==> src/rtl/afi_lock_pkg.sv <==
package afi_lock_pkg;

    localparam logic [7:0]  CMD_LOCK_AFI      = 8'h28;
    localparam int          FLAG_ADDR_BIT     = 5;
    localparam int          FLAG_OPT_BIT      = 6;
    localparam int          UID_BYTES         = 8;
    localparam logic [15:0] CRC_PRESET        = 16'hFFFF;
    localparam logic [15:0] CRC_POLY_REFL     = 16'h8408;
    localparam logic [15:0] CRC_GOOD_RESIDUE  = 16'hF0B8;
    localparam logic [7:0]  RSP_FLAGS_OK      = 8'h00;
    localparam logic [7:0]  RSP_FLAGS_ERR     = 8'h01;
    localparam logic [7:0]  ERR_ALREADY_LOCKED = 8'h12;

    typedef enum logic [2:0] {
        ST_IDLE,
        ST_RX,
        ST_WRITE,
        ST_DELAY,
        ST_WAIT,
        ST_RESP
    } hdl_state_e;

    // One byte through the reflected CRC register, LSB first.
    function automatic logic [15:0] crc16_byte(logic [15:0] crc, logic [7:0] data);
        logic [15:0] c;
        c = crc ^ {8'h00, data};
        for (int b = 0; b < 8; b++) begin
            c = c[0] ? ((c >> 1) ^ CRC_POLY_REFL) : (c >> 1);
        end
        return c;
    endfunction

endpackage

==> src/rtl/afi_cycle_timer.sv <==
module afi_cycle_timer #(
    parameter int W = 6
) (
    input  logic         clk_i,
    input  logic         rst_ni,
    input  logic         load_i,
    input  logic [W-1:0] load_val_i,
    output logic         done_o
);

    logic [W-1:0] cnt_d, cnt_q;

    always_comb begin
        cnt_d = cnt_q;
        if (load_i) begin
            cnt_d = load_val_i;
        end else if (cnt_q != '0) begin
            cnt_d = cnt_q - 1'b1;
        end
    end

    always_ff @(posedge clk_i or negedge rst_ni) begin
        if (!rst_ni) cnt_q <= '0;
        else         cnt_q <= cnt_d;
    end

    assign done_o = (cnt_q == '0);

endmodule

==> src/rtl/afi_req_parser.sv <==
module afi_req_parser
    import afi_lock_pkg::*;
(
    input  logic        clk_i,
    input  logic        rst_ni,
    input  logic        clr_i,
    input  logic        byte_vld_i,
    input  logic [7:0]  byte_i,
    input  logic [63:0] uid_i,
    output logic        frame_ok_o,
    output logic        opt_o
);

    localparam logic [3:0] LEN_PLAIN = 4'd4;
    localparam logic [3:0] LEN_ADDR  = 4'(4 + UID_BYTES);
    localparam logic [3:0] UID_FIRST = 4'd2;
    localparam logic [3:0] UID_LAST  = 4'(1 + UID_BYTES);

    typedef struct packed {
        logic [3:0]  cnt;
        logic        addr;
        logic        opt;
        logic [7:0]  cmd;
        logic        uid_ok;
        logic [15:0] crc;
    } prs_t;

    prs_t prs_d, prs_q;
    logic [2:0] uid_sel;

    assign uid_sel = prs_q.cnt[2:0] - 3'd2;

    always_comb begin
        prs_d = prs_q;
        if (clr_i) begin
            prs_d.cnt    = '0;
            prs_d.addr   = 1'b0;
            prs_d.opt    = 1'b0;
            prs_d.cmd    = '0;
            prs_d.uid_ok = 1'b1;
            prs_d.crc    = CRC_PRESET;
        end else if (byte_vld_i) begin
            prs_d.crc = crc16_byte(prs_q.crc, byte_i);
            if (prs_q.cnt != 4'hF) prs_d.cnt = prs_q.cnt + 4'd1;
            if (prs_q.cnt == 4'd0) begin
                prs_d.addr = byte_i[FLAG_ADDR_BIT];
                prs_d.opt  = byte_i[FLAG_OPT_BIT];
            end
            if (prs_q.cnt == 4'd1) prs_d.cmd = byte_i;
            if (prs_q.addr && prs_q.cnt >= UID_FIRST && prs_q.cnt <= UID_LAST) begin
                if (byte_i != uid_i[{uid_sel, 3'b000} +: 8]) prs_d.uid_ok = 1'b0;
            end
        end
    end

    always_ff @(posedge clk_i or negedge rst_ni) begin
        if (!rst_ni) prs_q <= '0;
        else         prs_q <= prs_d;
    end

    assign frame_ok_o = (prs_q.cmd == CMD_LOCK_AFI)
                     && (prs_q.cnt == (prs_q.addr ? LEN_ADDR : LEN_PLAIN))
                     && prs_q.uid_ok
                     && (prs_q.crc == CRC_GOOD_RESIDUE);
    assign opt_o = prs_q.opt;

endmodule

==> src/rtl/afi_lock_handler.sv <==
module afi_lock_handler
    import afi_lock_pkg::*;
#(
    parameter int T1_CYC   = 4,
    parameter int SLOT_CYC = 2,
    parameter int WR_SLOTS = 18
) (
    input  logic        clk_i,
    input  logic        rst_ni,
    input  logic        busy_mode_i,
    input  logic [63:0] uid_i,
    input  logic        rx_sof_i,
    input  logic        rx_vld_i,
    input  logic [7:0]  rx_byte_i,
    input  logic        rx_eof_i,
    output logic        tx_sof_o,
    output logic        tx_vld_o,
    output logic [7:0]  tx_byte_o,
    output logic        tx_eof_o,
    output logic        busy_n_o,
    output logic        afi_locked_o
);

    localparam int          WR_CYC  = T1_CYC + WR_SLOTS * SLOT_CYC;
    localparam int          TMR_W   = $clog2(WR_CYC + 1);
    localparam logic [15:0] CRC_OK  = ~crc16_byte(CRC_PRESET, RSP_FLAGS_OK);
    localparam logic [15:0] CRC_ERR = ~crc16_byte(crc16_byte(CRC_PRESET, RSP_FLAGS_ERR),
                                                  ERR_ALREADY_LOCKED);

    typedef struct packed {
        hdl_state_e st;
        logic [2:0] idx;
        logic       opt;
        logic       err;
        logic       locked;
    } ctl_t;

    ctl_t ctl_d, ctl_q;

    logic             prs_clr, prs_byte, frame_ok, frame_opt;
    logic             tmr_load, tmr_done;
    logic [TMR_W-1:0] tmr_val;
    logic [2:0]       last_idx;

    assign prs_byte = (ctl_q.st == ST_RX) && rx_vld_i && !rx_sof_i && !rx_eof_i;
    assign last_idx = ctl_q.err ? 3'd5 : 3'd4;

    afi_req_parser u_parser (
        .clk_i      (clk_i),
        .rst_ni     (rst_ni),
        .clr_i      (prs_clr),
        .byte_vld_i (prs_byte),
        .byte_i     (rx_byte_i),
        .uid_i      (uid_i),
        .frame_ok_o (frame_ok),
        .opt_o      (frame_opt)
    );

    afi_cycle_timer #(.W(TMR_W)) u_timer (
        .clk_i      (clk_i),
        .rst_ni     (rst_ni),
        .load_i     (tmr_load),
        .load_val_i (tmr_val),
        .done_o     (tmr_done)
    );

    always_comb begin
        ctl_d    = ctl_q;
        prs_clr  = 1'b0;
        tmr_load = 1'b0;
        tmr_val  = '0;
        unique case (ctl_q.st)
            ST_IDLE: begin
                if (rx_sof_i) begin
                    ctl_d.st = ST_RX;
                    prs_clr  = 1'b1;
                end
            end
            ST_RX: begin
                if (rx_sof_i) begin
                    prs_clr = 1'b1;
                end else if (rx_eof_i) begin
                    if (!frame_ok) begin
                        ctl_d.st = ST_IDLE;
                    end else begin
                        ctl_d.opt = frame_opt;
                        ctl_d.err = ctl_q.locked;
                        tmr_load  = 1'b1;
                        if (ctl_q.locked) begin
                            ctl_d.st = ST_DELAY;
                            tmr_val  = TMR_W'(T1_CYC - 1);
                        end else begin
                            ctl_d.st = ST_WRITE;
                            tmr_val  = TMR_W'(WR_CYC - 1);
                        end
                    end
                end
            end
            ST_WRITE, ST_DELAY: begin
                if (tmr_done) begin
                    if (ctl_q.st == ST_WRITE) ctl_d.locked = 1'b1;
                    ctl_d.st  = ctl_q.opt ? ST_WAIT : ST_RESP;
                    ctl_d.idx = '0;
                end
            end
            ST_WAIT: begin
                if (rx_eof_i) begin
                    ctl_d.st  = ST_RESP;
                    ctl_d.idx = '0;
                end
            end
            ST_RESP: begin
                if (ctl_q.idx == last_idx) ctl_d.st = ST_IDLE;
                else                       ctl_d.idx = ctl_q.idx + 3'd1;
            end
            default: ctl_d.st = ST_IDLE;
        endcase
    end

    always_ff @(posedge clk_i or negedge rst_ni) begin
        if (!rst_ni) ctl_q <= '{st: ST_IDLE, idx: 3'd0, opt: 1'b0, err: 1'b0, locked: 1'b0};
        else         ctl_q <= ctl_d;
    end

    always_comb begin
        tx_byte_o = 8'h00;
        if (tx_vld_o) begin
            unique case (ctl_q.idx)
                3'd1:    tx_byte_o = ctl_q.err ? RSP_FLAGS_ERR      : RSP_FLAGS_OK;
                3'd2:    tx_byte_o = ctl_q.err ? ERR_ALREADY_LOCKED : CRC_OK[7:0];
                3'd3:    tx_byte_o = ctl_q.err ? CRC_ERR[7:0]       : CRC_OK[15:8];
                3'd4:    tx_byte_o = CRC_ERR[15:8];
                default: tx_byte_o = 8'h00;
            endcase
        end
    end

    assign tx_sof_o     = (ctl_q.st == ST_RESP) && (ctl_q.idx == 3'd0);
    assign tx_eof_o     = (ctl_q.st == ST_RESP) && (ctl_q.idx == last_idx);
    assign tx_vld_o     = (ctl_q.st == ST_RESP) && (ctl_q.idx != 3'd0) && (ctl_q.idx != last_idx);
    assign busy_n_o     = busy_mode_i ? (ctl_q.st != ST_WRITE) : (ctl_q.st == ST_IDLE);
    assign afi_locked_o = ctl_q.locked;

endmodule

==> config.mk <==
export PLATFORM = sky130hd
export DESIGN_NAME = afi_lock_handler
export DESIGN_NICKNAME = d
export VERILOG_FILES = /design/src/rtl/afi_lock_pkg.sv /design/src/rtl/afi_cycle_timer.sv /design/src/rtl/afi_req_parser.sv /design/src/rtl/afi_lock_handler.sv
export SDC_FILE = /design/constraint.sdc
export NUM_CORES = 1
export LEC_CHECK = 0
export BUFFER_PORTS_ARGS = -buffer_cell sky130_fd_sc_hd__clkbuf_2
export CAP_MARGIN = 20
export CORE_ASPECT_RATIO = 0.8
export CORE_MARGIN = 1
export CORE_UTILIZATION = 45
export DETAILED_ROUTE_END_ITERATION = 10
export PLACE_DENSITY = 0.8
export RECOVER_POWER = 100
export SLEW_MARGIN = 20
export SYNTH_ARGS = -nofsm -noshare
export SYNTH_HDL_FRONTEND = slang
export SYNTH_SLANG_ARGS = --single-unit
==> constraint.sdc <==
create_clock -name clk_i -period 2.6 [get_ports clk_i]
set_clock_uncertainty 0.15 [all_clocks]
set_input_delay 0.26 -clock clk_i [delete_from_list [all_inputs] [get_ports clk_i]]
set_output_delay 0.26 -clock clk_i [all_outputs]
set_load 0.02 [all_outputs]
# [After elaboration in Yosys (flattened, before gate mapping)]
# Cells that the tools add are included.
# W data, S select, Z words.
[classes] add_sub_neg=4 magnitude_cmp=2 eq_ne=25 shift=1 n_mux=48 n_bitwise=10 n_reduce_logical=38
[ops] operator="$mux W16" n=8
[ops] operator="$shiftx A64 B7 Y8" n=1
[ops] operator="$mux W31" n=2
[ops] operator="$mux W6" n=9
[ops] operator="$pmux W8 S4" n=1
[ops] operator="$mux W8" n=3
[ops] operator="$not A2 Y3" n=8
[ops] operator="$eq A16 B16 Y1 const B" n=1
[ops] operator="$xor A16 B8 Y16" n=1
[ops] operator="$mux W3" n=5
[ops] operator="$pmux W3 S5" n=1
[ops] operator="$ne A2 B2 Y1 const B" n=7
[ops] operator="$reduce_bool A2 Y1" n=7
[ops] operator="$mux W1" n=13
[ops] operator="$eq A3 B2 Y1 const B" n=4
[ops] operator="$logic_and A1 B1 Y1" n=12
[ops] operator="$eq A3 B3 Y1 const B" n=3
[ops] operator="$pmux W3 S3" n=1
[ops] operator="$eq A8 B6 Y1 const B" n=1
[ops] operator="$mux W4" n=2
[ops] operator="$ne A8 B8 Y1" n=1
[ops] operator="$reduce_and A4 Y1" n=2
[ops] operator="$mux W7" n=1
[ops] operator="$eq A3 B1 Y1 const B" n=2
[ops] operator="other kinds (24)" n=32
[totals] ff_bits=46 inputBits=78 out_inout_bits=13 wordCells=140

# [Logic depth before layout (Yosys ltp)]
[logic_depth] ltp_word=19 depth_mapped=11 mapped_depth_nobuf=8

# [By module]
# A second synthesis with hierarchy kept.
[unflattened] cells_unflattened=364 hier_area_um2=3455.8
[modules_own_cells] mod="afi_req_parser" n_inst=1 cells_each=235 area_per_inst_um2=2284.7 seq_area_each_um2=775.7
[modules_own_cells] mod="afi_lock_handler" n_inst=1 cells_each=89 area_per_inst_um2=770.7 seq_area_each_um2=225.2
[modules_own_cells] mod="afi_cycle_timer" n_inst=1 cells_each=40 area_per_inst_um2=400.4 seq_area_each_um2=150.1

# [Least setup slack after synthesis]
# No wires, ideal clock.
[synth_timing] path_kind="flip-flop to flip-flop" from="register u_parser.prs_q[28] in the netlist's numbering" to="register u_parser.prs_q[16] in the netlist's numbering" arrival_ps=2357 t_required_ps=2366 slack_ps=9 path_stages_with_launch=9 path_buffers=1 period_less_slack_ps=2591 cell_sequence="dfrtp_1 -> ha_1 -> clkbuf_1 -> mux4_2 -> mux2i_1 -> xor2_1 -> nand4_1 -> or4_1 -> a41oi_2"
[synth_via] elab_chain_cells=5 word_cells_on_any_way=10 classes_between="add/sub (1); order compare (2); eq/ne (1); shift (1); reduce/logical (5)"
[synth_lines] element="start: declaration" line_no="afi_req_parser.sv:28" rtl="prs_t prs_d, prs_q;"
[synth_lines] element="start signal: assignment" line_no="afi_req_parser.sv:58" rtl="else prs_q <= prs_d;"
[synth_lines] element="$sub A3 B2 Y3 or $ge A4 B2 Y1 (tied branches)" line_no="afi_req_parser.sv:31, afi_req_parser.sv:50"
[synth_lines] element="$shiftx A64 B7 Y8 or $logic_and A1 B1 Y1 (tied branches)" line_no="afi_req_parser.sv:51, afi_req_parser.sv:50"
[synth_lines] element="$ne A8 B8 Y1 or $logic_and A1 B1 Y1 (tied branches)" line_no="afi_req_parser.sv:51, afi_req_parser.sv:50"
[synth_lines] element="$reduce_bool A2 Y1 (no source line)"
[synth_lines] element="$reduce_and A3 Y1 (no source line) *"
# Mark *: on every way between the ends. The rest lies on a longest branch, timed or not.
# A chain may end at the register's enable or synchronous reset.

# [Final worst setup path]
[layout_timing] from="register u_parser.prs_q[29] in the netlist's numbering" to="register u_parser.prs_q[16] in the netlist's numbering"
# Same word-level chain as after synthesis.

==> results.txt <==
----------------------------------------------------
[Place]
  Total of buffers placed on input and output ports ... 90
  Dpl hpwl ... 6100 um
  Dpl cell area ... 3830 um2
  Gp weighted congestion ... 0.856

[Cells and area]
  Register area ... 1150 um2
  Fill cell total of the finished layout ... 613
  Share of post-route cells with drive strength above 1 ... 27.2%
  Antenna cells ... 0
  Commonest non-fill, non-tap cell in the layout ... clkbuf_2
  Post-route cell area ... 3910 um2
  Commonest cells after routing, fill and taps aside ... clkbuf_2, dfrtp_1, nand2_1
  Multi-input gate area in the final layout ... 1970 um2
  Layout area overhead ... 20.4%
  Total Nets Final ... 528

[Logic synthesis]
  Post-synthesis average cell area ... 9.45 um2
  Instance count of the mapped netlist ... 344
  Flip-flop and latch count after synthesis ... 46
  Post-Synthesis Net Count ... 435
  Share of flip-flops with an asynchronous set or reset ... 100%
  Ys Warns ... 0
  Cell area after synthesis ... 3250 um2
  Number of distinct library cells after synthesis ... 47
  EDFF count, synth ... 0
  Main synth FF type ... dfrtp_1
  Share of the yosys chip area belonging to registers ... 35.4%

[Critical path]
  Type of the setup path with the least slack ... flip-flop to flip-flop
  CP Max Fanout ... 12
  Critical path arrival ... 2580 ps
  R2R Path End ... u_parser.prs_q[16]
  Worst-path cell chain ... ha_2 -> mux4_2 -> mux2i_1 -> xor2_1 -> nand4_1 -> or4_1 -> a41oi_2
  Startpoint of the worst-slack reg-to-reg timing path ... u_parser.prs_q[29]
  Register-to-Register Path Depth ... 7
  Startpoint type of the worst setup path ... flip-flop
  WP data required ... 2680 ps
  Worst path slowest cell ... ha_2
  CP max stage delay ... 480 ps
  Setup crit end kind ... flip-flop
  FF-to-FF setup slack ... 100 ps

[Clock tree]
  Total setup buffers inserted after CTS ... 0
  CTS tree ... built
  Clock insertion delay at the later pin of the skew report ... 300 ps
  Clock-pin transition on the worst setup and hold timing paths ... 90 ps
  Number of buffers on the longest clock path ... 2
  Number of buffers inserted during clock tree synthesis ... 5
  Htree depth ... 2
  Number of clock sinks seen by CTS ... 46
  Clock tree root buffer cell ... clkbuf_8

[Drt]
  Initial DRC count ... 189
  Antenna-violating nets left ... 0
  Via/cell ratio ... 5.58
  Total iterations of the first detailed-routing run ... 5
  DR WL/cell ... 14.7 um
  Post-Route WL ... 7730 um
  Residual DRC ... 0
  Via count ... 2,927

[Worst hold path]
  Hold WC Path Type ... input port to flip-flop
  Cells on Worst Hold Path ... 3
  Min-Delay Endpoint ... u_parser.prs_q[24]
  Launch instance of the worst min-delay path ... rx_byte_i[7]

[STA]
  Final sum of negative setup slack ... 0 ps
  Final hold vios ... 0
  Share of the clock period used by the worst path after layout ... 96.2%
  Worst slew slack as a fraction of its limit ... 6.65%
  Unrepaired setup endpoints after global routing ... no
  Max Fclk ... 400 MHz
  Slew of the pin with the lowest slew margin ... 1400 ps
  Setup Viol. Count Final ... 0
  Final critical path time including I/O delays and setup ... 2500 ps
  Count of pins over their slew limit ... 0

[Global routing]
  Total GRT Usage ... 22.0%
  Global-route wire length before repair ... 13,500 um
  Antenna violations before repair ... 0
  Vias in the first global route ... 2,950
  Leftover overflow at the end of global routing ... 0
  Largest net degree at the start of global routing ... 33

[Power]
  Total power per unit cell area ... 488 nW/um2
  Leakage dissipation ... 0.00174 uW
  VDD IR-drop max ... 279 uV

[Outcome]
  Result of the run ... finished clean

[Floorplan]
  Placeable core region ... 6930 um2
  Starting utilization of the core area ... 47.0%
  Die Y-Extent ... 78.0 um
  Horizontal die dimension ... 97.0 um
  Die ar. ... 7570 um2
  Row cnt ... 27
  Number of top-level pins ... 91

[Job]
  Max-cap violations ... 0

----------------------------------------------------
repair_timing:
action,CTS,global route
endpoints found under the setup margin,0,1
endpoints found under the hold margin,24,0
gates resized for setup,0,1
hold buffers,1,0
state kept, by name, summed over array words and instances (netlist names):
name,count
u_parser.prs_q,30
ctl_q,8
afi_locked_o,1
u_timer.cnt_q,6
u_parser.opt_o,1
worst max-delay path by stage:
stage / endpoint / startpoint / cells after the start / slack (ps)
finish: u_parser.prs_q[16] / u_parser.prs_q[29] / 7 / 100
global route: u_parser.prs_q[16] / u_parser.prs_q[29] / 7 / 1
CTS: u_parser.prs_q[16] / u_parser.prs_q[28] / 7 / 2
detailed placement: u_parser.prs_q[16] / u_parser.prs_q[28] / 7 / 10
global placement: u_parser.prs_q[16] / u_parser.prs_q[28] / 7 / 100
floorplan: u_parser.prs_q[16] / u_parser.prs_q[28] / 8 / 9
routing by layer:
metal  routed length (um)  global-route usage [%]
met5                    0                       0
met1                 3320                    28.1
met4                  140                    7.31
met3                  440                    3.83
met2                 3830                    38.1
cell type report:
class / count / area share (%)
clock buffer: 7 / 2.46
sequential: 46 / 29.4
timing repair buffer: 104 / 13.8
inverter: 10 / 0.959
tap: 87 / 2.78
multi-input combinational: 270 / 50.4
clock inverter: 1 / 0.224
Yosys cell counts, types with 2 or more instances:
cell type / n / area, um2
mux4_2: 4 / 90.1
a21oi_1: 20 / 100
mux4_1: 4 / 105
nor2_1: 27 / 101
ha_1: 13 / 163
mux2i_1: 18 / 180
inv_1: 9 / 33.8
and3_1: 3 / 18.8
nand2_1: 38 / 143
o22ai_1: 4 / 25.0
a31oi_1: 2 / 12.5
or3_1: 3 / 18.8
nor4_1: 4 / 25.0
nor3_1: 15 / 75.1
clkbuf_1: 11 / 41.3
nand4_1: 5 / 31.3
nand2b_1: 6 / 37.5
buf_2: 3 / 15.0
buf_1: 2 / 7.51
a211oi_1: 3 / 22.5
and2_1: 3 / 18.8
xnor2_1: 22 / 193
a22o_1: 4 / 35.0
nand3_1: 4 / 20.0
o21ai_0: 16 / 80.1
dfrtp_1: 46 / 1150
o31ai_1: 2 / 15.0
nor2b_1: 4 / 25.0
mux2_2: 13 / 146
nor3b_1: 2 / 15.0
xor2_1: 14 / 123
o21bai_1: 3 / 22.5
nor4b_1: 2 / 17.5
a221oi_1: 2 / 17.5
logic make-up (layout without fill, tap and decap cells):
family                     after synthesis  after routing  synth area share (%)
AOI/OAI and AO/OA                       59             59                  11.2
xor gates and xnor gates                36             36                  9.70
adders and majority gates               13             13                  5.00
buffers and inverters                   28            122                  4.08
DFF                                     46             46                  35.4
muxes                                   39             39                  16.0
and+or+nand+nor                        123            123                  18.6
report_power, final:
part	total [uW]	switching [uW]	internal, uW	leakage, uW
logic	591	289	303	0.00114
registers	830	63.9	766	0.000548
clock network	490	246	244	0.0000544
total	1910	599	1310	0.00174
worst max-delay path: cells and delay by family (launching register included):
kind	cells	cell delay [ps]
simple gates	2	550
mux	2	510
fa+ha+maj	1	480
flops	1	380
compound gates	1	180
xor+xnor	1	170
through the flow:
| step | util [%] | total power [uW] | hold WS, ps | cells | worst slack, ps |
|---|---|---|---|---|---|
| 6_report | 56.5 | 1910 | 92.6 | 525 | 97.7 |
| 5_1_grt | 56.5 | 2030 | 108 | 525 | 1.25 |
| 4_1_cts | 56.9 | 1930 | 94.2 | 525 | 1.52 |
| 3_5_place_dp | 55.2 | 1440 | 173 | 516 | 11.3 |
| 3_3_place_gp | 55.2 | 1410 | 162 | 516 | 97.7 |
| 2_1_floorplan | - | 1270 | -186 | 344 | 9.05 |
(Power assumes the default switching activity.)
